===== src/rtl/lp_ctrl_pkg.sv =====
// Package: shared state encoding for the link-port controller.
package lp_ctrl_pkg;
    typedef enum logic [2:0] {
        ST_IDLE  = 3'd0,
        ST_CHECK = 3'd1,
        ST_TX    = 3'd2,
        ST_GAP   = 3'd3,
        ST_RX    = 3'd4
    } lp_state_e;
endpackage


===== src/rtl/lp_watch.sv =====
// Inactivity watch: counts clocks while run is high and kick is low.
// Raises fired in the clock that completes LIMIT quiet clocks.
// Assumes LIMIT >= 1. The count restarts whenever run drops or kick pulses.
module lp_watch #(
    parameter int LIMIT = 1024
) (
    input  logic clk,
    input  logic rst_n,
    input  logic run,
    input  logic kick,
    output logic fired
);
    localparam int W = (LIMIT > 1) ? $clog2(LIMIT) : 1;
    localparam logic [W-1:0] LAST = W'(LIMIT - 1);

    logic [W-1:0] cnt;

    // Count quiet clocks; restart on kick or when not running.
    always_ff @(posedge clk) begin
        if (!rst_n || !run || kick || fired) begin
            cnt <= '0;
        end else begin
            cnt <= cnt + 1'b1;
        end
    end

    assign fired = run && !kick && (cnt == LAST);
endmodule


===== src/rtl/lp_burst_count.sv =====
// Burst transfer counter: counts transfers inside one transmit burst.
// Flags the transfer that reaches BURST_MAX when the cap is active.
// Assumes clear is held high whenever no burst is running.
module lp_burst_count #(
    parameter int BURST_MAX = 64
) (
    input  logic clk,
    input  logic rst_n,
    input  logic clear,
    input  logic tick,
    input  logic unlim,
    output logic limit_hit
);
    localparam int W = (BURST_MAX > 1) ? $clog2(BURST_MAX) : 1;
    localparam logic [W-1:0] LAST = W'(BURST_MAX - 1);

    logic [W-1:0] cnt;

    // Advance once per transfer; wraps harmlessly when uncapped.
    always_ff @(posedge clk) begin
        if (!rst_n || clear) begin
            cnt <= '0;
        end else if (tick) begin
            cnt <= cnt + 1'b1;
        end
    end

    assign limit_hit = tick && !unlim && (cnt == LAST);
endmodule


===== src/rtl/lp_sticky_flags.sv =====
// Sticky flag bank: each bit sets on its event and holds until a clear pulse.
// A set and a clear in the same clock leave the bit set.
module lp_sticky_flags #(
    parameter int N = 2
) (
    input  logic         clk,
    input  logic         rst_n,
    input  logic [N-1:0] set,
    input  logic         clr,
    output logic [N-1:0] q
);
    for (genvar i = 0; i < N; i++) begin : g_flag
        // Hold one flag: set wins over clear.
        always_ff @(posedge clk) begin
            if (!rst_n) begin
                q[i] <= 1'b0;
            end else if (set[i]) begin
                q[i] <= 1'b1;
            end else if (clr) begin
                q[i] <= 1'b0;
            end
        end
    end
endmodule


===== src/rtl/lp_ctrl.sv =====
// Link-port protocol controller top.
// Sequences the link through idle, check, transmit, gap and receive.
// Owns the burst cap, the connectivity check and the sticky time-outs.
// Assumes all inputs are synchronous to clk. The time-out flags are not fed
// back into the sequencing.
module lp_ctrl
    import lp_ctrl_pkg::*;
#(
    parameter int TIMEOUT_CYCLES = 1024,
    parameter int CHECK_CYCLES   = 16,
    parameter int BURST_MAX      = 64,
    parameter int GAP_CYCLES     = 2
) (
    input  logic clk,
    input  logic rst_n,
    input  logic verify_en_i,
    input  logic burst_unlim_i,
    input  logic to_clear_i,
    input  logic tx_pending_i,
    input  logic rx_request_i,
    input  logic link_ack_i,
    input  logic xfer_tick_i,
    input  logic rx_activity_i,
    output logic tx_en_o,
    output logic rx_en_o,
    output logic dir_o,
    output logic vfy_tx_o,
    output logic vfy_rx_o,
    output logic ack_bad_o,
    output logic rx_timeout_o,
    output logic tx_timeout_o
);
    localparam int NFLAG = 2;

    lp_state_e state, state_nx;
    logic cfg_vfy, cfg_unlim;
    logic chk_fire, tx_fire, rx_fire, gap_fire, limit_hit;
    logic [NFLAG-1:0] flag_set, flag_q;

    lp_watch #(.LIMIT(CHECK_CYCLES)) u_check_watch (
        .clk(clk), .rst_n(rst_n), .run(state == ST_CHECK),
        .kick(link_ack_i), .fired(chk_fire));

    lp_watch #(.LIMIT(TIMEOUT_CYCLES)) u_tx_watch (
        .clk(clk), .rst_n(rst_n), .run(state == ST_TX),
        .kick(xfer_tick_i), .fired(tx_fire));

    lp_watch #(.LIMIT(TIMEOUT_CYCLES)) u_rx_watch (
        .clk(clk), .rst_n(rst_n), .run(state == ST_RX),
        .kick(rx_activity_i), .fired(rx_fire));

    lp_watch #(.LIMIT(GAP_CYCLES)) u_gap_watch (
        .clk(clk), .rst_n(rst_n), .run(state == ST_GAP),
        .kick(1'b0), .fired(gap_fire));

    lp_burst_count #(.BURST_MAX(BURST_MAX)) u_burst (
        .clk(clk), .rst_n(rst_n), .clear(state != ST_TX),
        .tick(xfer_tick_i && (state == ST_TX)), .unlim(cfg_unlim),
        .limit_hit(limit_hit));

    assign flag_set = {tx_fire, rx_fire};

    lp_sticky_flags #(.N(NFLAG)) u_flags (
        .clk(clk), .rst_n(rst_n), .set(flag_set), .clr(to_clear_i),
        .q(flag_q));

    // Choose the next link state from the current state and datapath status.
    always_comb begin
        state_nx = state;
        unique case (state)
            ST_IDLE: begin
                if (rx_request_i)      state_nx = ST_RX;
                else if (tx_pending_i) state_nx = ST_CHECK;
            end
            ST_CHECK: begin
                if (link_ack_i)    state_nx = ST_TX;
                else if (chk_fire) state_nx = ST_IDLE;
            end
            ST_TX: begin
                if (tx_fire)        state_nx = ST_IDLE;
                else if (limit_hit) state_nx = ST_GAP;
                else if (xfer_tick_i && !tx_pending_i) state_nx = ST_IDLE;
            end
            ST_GAP: begin
                if (gap_fire) state_nx = ST_IDLE;
            end
            ST_RX: begin
                if (rx_fire || !rx_request_i) state_nx = ST_IDLE;
            end
            default: state_nx = ST_IDLE;
        endcase
    end

    // Register the state.
    always_ff @(posedge clk) begin
        if (!rst_n) state <= ST_IDLE;
        else        state <= state_nx;
    end

    // Capture the burst configuration as the link leaves idle.
    always_ff @(posedge clk) begin
        if (!rst_n) begin
            cfg_vfy   <= 1'b0;
            cfg_unlim <= 1'b0;
        end else if (state == ST_IDLE && (rx_request_i || tx_pending_i)) begin
            cfg_vfy   <= verify_en_i;
            cfg_unlim <= burst_unlim_i;
        end
    end

    // Record the outcome of each connectivity check.
    always_ff @(posedge clk) begin
        if (!rst_n) begin
            ack_bad_o <= 1'b0;
        end else if (state == ST_CHECK) begin
            if (link_ack_i)    ack_bad_o <= 1'b0;
            else if (chk_fire) ack_bad_o <= 1'b1;
        end
    end

    assign tx_en_o      = (state == ST_TX);
    assign rx_en_o      = (state == ST_RX);
    assign dir_o        = (state == ST_TX) || (state == ST_CHECK);
    assign vfy_tx_o     = cfg_vfy && dir_o;
    assign vfy_rx_o     = cfg_vfy && rx_en_o;
    assign rx_timeout_o = flag_q[0];
    assign tx_timeout_o = flag_q[1];
endmodule


===== config.mk =====
export PLATFORM = sky130hd
export DESIGN_NAME = lp_ctrl
export DESIGN_NICKNAME = d
export VERILOG_FILES = /design/src/rtl/lp_ctrl_pkg.sv /design/src/rtl/lp_watch.sv /design/src/rtl/lp_burst_count.sv /design/src/rtl/lp_sticky_flags.sv /design/src/rtl/lp_ctrl.sv
export SDC_FILE = /design/constraint.sdc
export NUM_CORES = 1
export LEC_CHECK = 0
export BUFFER_PORTS_ARGS = -buffer_cell sky130_fd_sc_hd__clkbuf_2
export CAP_MARGIN = 20
export CELL_PAD_IN_SITES_DETAIL_PLACEMENT = 1
export CELL_PAD_IN_SITES_GLOBAL_PLACEMENT = 1
export CORE_MARGIN = 2
export CORE_UTILIZATION = 40
export CTS_BUF_LIST = sky130_fd_sc_hd__clkbuf_4 sky130_fd_sc_hd__clkbuf_8
export CTS_CLUSTER_SIZE = 16
export DETAILED_ROUTE_END_ITERATION = 7
export PLACE_DENSITY = 0.78
export SLEW_MARGIN = 20
export SYNTH_ARGS = -nofsm -noshare
export SYNTH_HDL_FRONTEND = slang
export SYNTH_SLANG_ARGS = --single-unit

===== constraint.sdc =====
create_clock -name clk -period 4.25 [get_ports clk]
set_input_delay 0.2125 -clock clk [delete_from_list [all_inputs] [get_ports clk]]
set_output_delay 0.2125 -clock clk [all_outputs]
set_load 0.01 [all_outputs]

==> Word-level counts from Yosys, hierarchy flattened <==
Index checks and enable logic that the tools add are counted.
{ "word_totals": {"inputBits": 10, "latch_bits": 0, "romBits": 0, "ramBits": 0, "mem_count": 0, "word_cells": 91, "reg_bits": 39} }
{ "classes": {"addsub": 5, "n_eq_ne": 14, "multipliers": 0, "mux": 15, "bitwise": 0, "n_lt_le_gt_ge": 0, "n_reduce_logical": 46, "div": 0, "shifts": 0} }
{ "op_table": {"columns": ["cell", "n"], "rows": [
  ["$mux W3", 9],
  ["$add A10 B1 Y10 const B", 2],
  ["$eq A10 B10 Y1 const B", 2],
  ["$logic_or A1 B1 Y1", 15],
  ["$pmux W3 S5", 1],
  ["$logic_and A1 B1 Y1", 14],
  ["$logic_not A1 Y1", 11],
  ["$add A6 B1 Y6 const B", 1],
  ["$eq A3 B2 Y1 const B", 2],
  ["$eq A6 B6 Y1 const B", 1],
  ["$ne A3 B3 Y1 const B", 2],
  ["$reduce_bool A2 Y1", 3],
  ["$mux W1", 5],
  ["$reduce_and A5 Y1", 1],
  ["$add A4 B1 Y4 const B", 1],
  ["$eq A4 B4 Y1 const B", 1],
  ["$ne A4 B4 Y1 const B", 1],
  ["$eq A3 B1 Y1 const B", 1],
  ["$eq A3 B3 Y1 const B", 1],
  ["$logic_not A3 Y1", 1],
  ["$ne A3 B2 Y1 const B", 1],
  ["$ne A2 B1 Y1 const B", 1],
  ["$ne A2 B2 Y1 const B", 1],
  ["$reduce_and A2 Y1", 1],
  ["$add A1 B1 Y1 const B", 1]
]} }

==> Longest topological paths before layout <==
{ "logic_depth": {"word_depth": 7, "mapped_depth": 7, "ltp_nobuf": 5} }

==> Hierarchy <==
A second synthesis with hierarchy kept.
{ "hier_totals": {"hier_cells": 205, "area_unflattened_um2": 1825.5} }
{ "by_module_without_submodules": {"columns": ["mod", "area_per_inst_um2", "seq_area_each_um2", "cells_per_inst", "n_inst"], "rows": [
  ["lp_watch at u_rx_watch ...", 450.4, 200.2, 52, 2],
  ["lp_ctrl", 399.1, 120.1, 49, 1],
  ["lp_burst_count", 254.0, 120.1, 27, 1],
  ["lp_watch at u_check_watch", 161.4, 80.1, 16, 1],
  ["lp_sticky_flags", 67.6, 40.0, 6, 1],
  ["lp_watch at u_gap_watch", 42.5, 20.0, 3, 1]
]} }

==> Worst setup path before layout <==
Ideal clock, no wire load.
{ "synth_timing": {"kind": "reg2reg", "from": "register u_tx_watch.cnt[0]", "to": "register state[0]", "t_arrival_ps": 1498, "stages_incl_launch_ff": 6, "required_ps": 4178, "period_less_slack_ps": 1570, "path_slack_ps": 2680, "setup_time_ps": 72, "path_cell_list": "dfxtp_1 > ha_1 > and4_1 > nand4_1 > a2111oi_4 > mux2i_1"} }
{ "synth_between": {"elab_chain_cells": 4} }
{ "synth_lines": {"columns": ["item", "line", "rtl"], "rows": [
  ["start, declared", "lp_watch.sv:16", "logic [W-1:0] cnt;"],
  ["start signal, assigned", "lp_watch.sv:23", "cnt <= cnt + 1'b1;"],
  ["$eq A10 B10 Y1 *", "lp_watch.sv:27", "assign fired = run && !kick && (cnt == LAST);"],
  ["$logic_and A1 B1 Y1 *", "lp_watch.sv:27", null],
  ["$ne A4 B4 Y1 (no line) / $mux W3 (equally long branches)", null, null],
  ["$reduce_and A5 Y1 (no line) / $pmux W3 S5 (equally long branches)", null, null],
  ["end signal, assigned", "lp_ctrl.sv:97", "else state <= state_nx;"],
  ["end, declared", "lp_ctrl.sv:35", "lp_state_e state, state_nx;"]
]} }
Mark *: on every way between the ends. The rest lies on a longest branch, timed or not.
A chain may end at the register's enable or synchronous reset.

==> Final worst setup path <==
{ "layout_timing": {"from": "register state[1]", "to": "output port vfy_tx_o"} }
{ "layout_between": {"elab_chain_cells": 3} }
{ "layout_lines": {"columns": ["item", "line", "rtl"], "rows": [
  ["$eq A3 B2 Y1 / $eq A3 B1 Y1 (equally long branches)", "lp_ctrl.sv:123", "assign dir_o = (state == ST_TX) || (state == ST_CHECK);"],
  ["$logic_or A1 B1 Y1 *", "lp_ctrl.sv:123", null],
  ["$logic_and A1 B1 Y1 *", "lp_ctrl.sv:124", "assign vfy_tx_o = cfg_vfy && dir_o;"],
  ["end, declared", "lp_ctrl.sv:27", "output logic vfy_tx_o,"]
]} }
Marks and branches as above.

==> qor.yml <==
status: "finished, final reports clean"
seq_area_frac_synth_pct: 44.0
rsz0062_at_grt: "no"
ioPinCount: 18
dr_total_vias: 1370
period_needed_ns: 1.93
wl_met3_um: 130
cts_setup_buffers: 0
cp_max_fo: 12
cts_root_buf: "clkbuf_8"
relSlewSlack_pct: 74.1
clk_pin_slew_worst_paths_ns: 0.07
final_layout_size_suffix_gt1_share_pct: 14.5
groute.usage.overall_pct: 16.2
peakVddDrop_uv: 122
cp-end-kind: "output pin"
maxUsedRoutingLayer: "met4"
cts_buffers: 5
muxShareOfSynthArea_pct: 2.26
antenna_left: 0
tightestPinTransition_ns: 0.386
first_pass_iters: 2
grt_pass1_vias: 1439
synth_warnings: 0
postCtsHoldBufs: 0
r2r-end: "state[0]"
initial_utilization_pct: 41.0
area_growth_pct: 10.1
synth_compound_area_share_pct: 6.98
cts-htree-levels: 2
ctsResizeCount: 0
drtIter0Drc: 34
wl_um: 3620
gp_congestion: 0.778
die_y_um: 70.6
die_w_um: 70.6
yosysTopAreaCell: "dfxtp_1"
synth_simple_gate_area_share_pct: 29.3
avgSynthCellArea_sq_um: 9.29
clk_latency_ns: 0.28
skew_ns: 0.00447
wl_per_cell_um: 14.0
start_kind: "register"
slew_violations: 0
finalSetupViolCount: 0
finalHoldViolCount: 0
synth_common_cells: "dfxtp_1 (39), nor2_1 (33), nand2_1 (15)"
ff2ff_path_depth: 5
ys_ff_latch: 39
synth_fa_ha_area_share_pct: 2.82
rrSetupSlack_ns: 2.49
synth_nets: 205
cellPowerDensity_nw_per_um2: 342
cp-endpoint: "vfy_tx_o"
synth_xor_area_share_pct: 10.9
final_area_sq_um: 1950
cts_tree: "done"
synth_edf_count: 0
critPathRequiredTime_ns: 4.04
hpwl_um: 2800
maxClockFrequency_mhz: 517
grt_start_max_net_pins: 13
leakage_nw: 0.728
die_area_sq_um: 4980
viasPerCell: 5.29
final.fill_count: 513
tns_ns: 0
stdcell_count: 259
core_sq_um: 4320
clk_path_buf_depth: 2
startpoint: "state[1]"
synth_top_family_by_area: "simple AND/OR/NAND/NOR gates"
drv_cap: 0
wl_met2_um: 1820
drc: 0
multi_input_area_sq_um: 926
netlist_instances: 191
grt-ovfl-total: 0
port_buffers: 17
antenna_found_initial: 0
ys.flop_type: "dfxtp_1"
synthArstFlopShare_pct: 0
num-nets-final: 222
period_share_pct: 45.5
cts_sinks: 39
regArea_sq_um: 781
synth.distinct_cells: 41
placedCellCount: 253
syn-cell-area_sq_um: 1770
synth_most_common_cell: "dfxtp_1"
wl_met1_um: 1590
grt_pass1_wl_um: 6390
min-delay-path-class: "in -> reg"
worst-setup-path-type: "reg -> out"
r2r-start: "u_tx_watch.cnt[0]"
crit_arrival_ns: 1.72
std_cell_rows: 24
postPlaceCellArea_sq_um: 1880
diodes: 0
synth_top_area_share_pct: 44.0
ys_top_cells_by_area: "dfxtp_1 (44%), nor2_1 (7.0%), xor2_1 (6.9%)"
-- layout make-up --
type                            count  area share, %
Multi-Input combinational cell    140           47.4
Sequential cell                    39           40.0
Timing Repair Buffer               17           4.36
Clock buffer                        6           3.91
Tap cell                           52           3.33
Inverter                            5           1.02
-- power by group --
| group | internal, mW | switching, mW | total (mW) |
|---|---|---|---|
| combinational | 0.0263 | 0.0299 | 0.0562 |
| clock | 0.116 | 0.116 | 0.231 |
| sequential | 0.371 | 0.00865 | 0.380 |
-- registers in the layout, summed over array words and instances (netlist names) --
| name | flops |
|---|---|
| u_rx_watch.cnt | 10 |
| u_burst.cnt | 6 |
| u_flags.q | 2 |
| cfg_vfy | 1 |
| u_gap_watch.cnt | 1 |
| state | 3 |
| ack_bad_o | 1 |
| u_tx_watch.cnt | 10 |
| u_check_watch.cnt | 4 |
| cfg_unlim | 1 |
-- cell families (layout without fill, tap and decap cells) --
family                     Yosys count  after routing
AOI/OAI and AO/OA                   15             15
xor gates and xnor gates            22             22
adders and majority gates            4              4
buffers and inverters               12             28
DFF                                 39             39
muxes                                4              4
and+or+nand+nor                     95             95
-- metrics by stage --
step	total power, mW	setup WS (ns)	utilization, %	hold slack, ns
CTS	0.681	2.30	45.2	0.166
finish	0.668	2.32	45.2	0.174
detailed placement	0.445	2.51	43.4	0.444
floorplan	0.431	2.68	-	0.309
global placement	0.443	2.59	43.4	0.409
global route	0.702	2.18	45.2	0.180
-- worst max-delay path: stages (launching register included) --
cell and delay (ns):
dfxtp_1 0.53, or3b_1 0.52, nand2_1 0.14, and2_1 0.13
clkbuf_2 0.12
-- routing by layer --
metal | vias to the layer above | track usage, %
li1 | 689 | -
met1 | 657 | 18.7
met2 | 15 | 27.9
met3 | 9 | 4.99
met4 | 0 | 6.92
met5 | - | 0
-- cells in the final DEF (no fill, tap or decap), types with 2 or more instances in the layout --
master and n:
nand3b_1 3, mux2i_1 4, and3_1 4, nand3_1 7, clkbuf_2 17, clkbuf_8 5, xnor2_1 8, nor3_1 3
nand4_1 5, dfxtp_1 39, or3b_1 2, and4_1 4, a21oi_1 6, nand2_1 15, xor2_1 14, ha_1 4
nor2_1 33, inv_1 4, o21ai_0 2, nor2b_1 2, nand4bb_1 2, nor3b_1 3, and2_1 3, nor4_1 2
-- how the worst min path moves through the flow --
stage,endpoint,depth (start not counted),start
finish,cfg_unlim,3,burst_unlim_i
global route,ack_bad_o,2,link_ack_i
CTS,cfg_unlim,3,burst_unlim_i
detailed placement,u_gap_watch.cnt,1,u_gap_watch.cnt
global placement,u_gap_watch.cnt,1,u_gap_watch.cnt
floorplan,ack_bad_o,1,link_ack_i
Note: power is estimated with default switching activity, not from simulation.
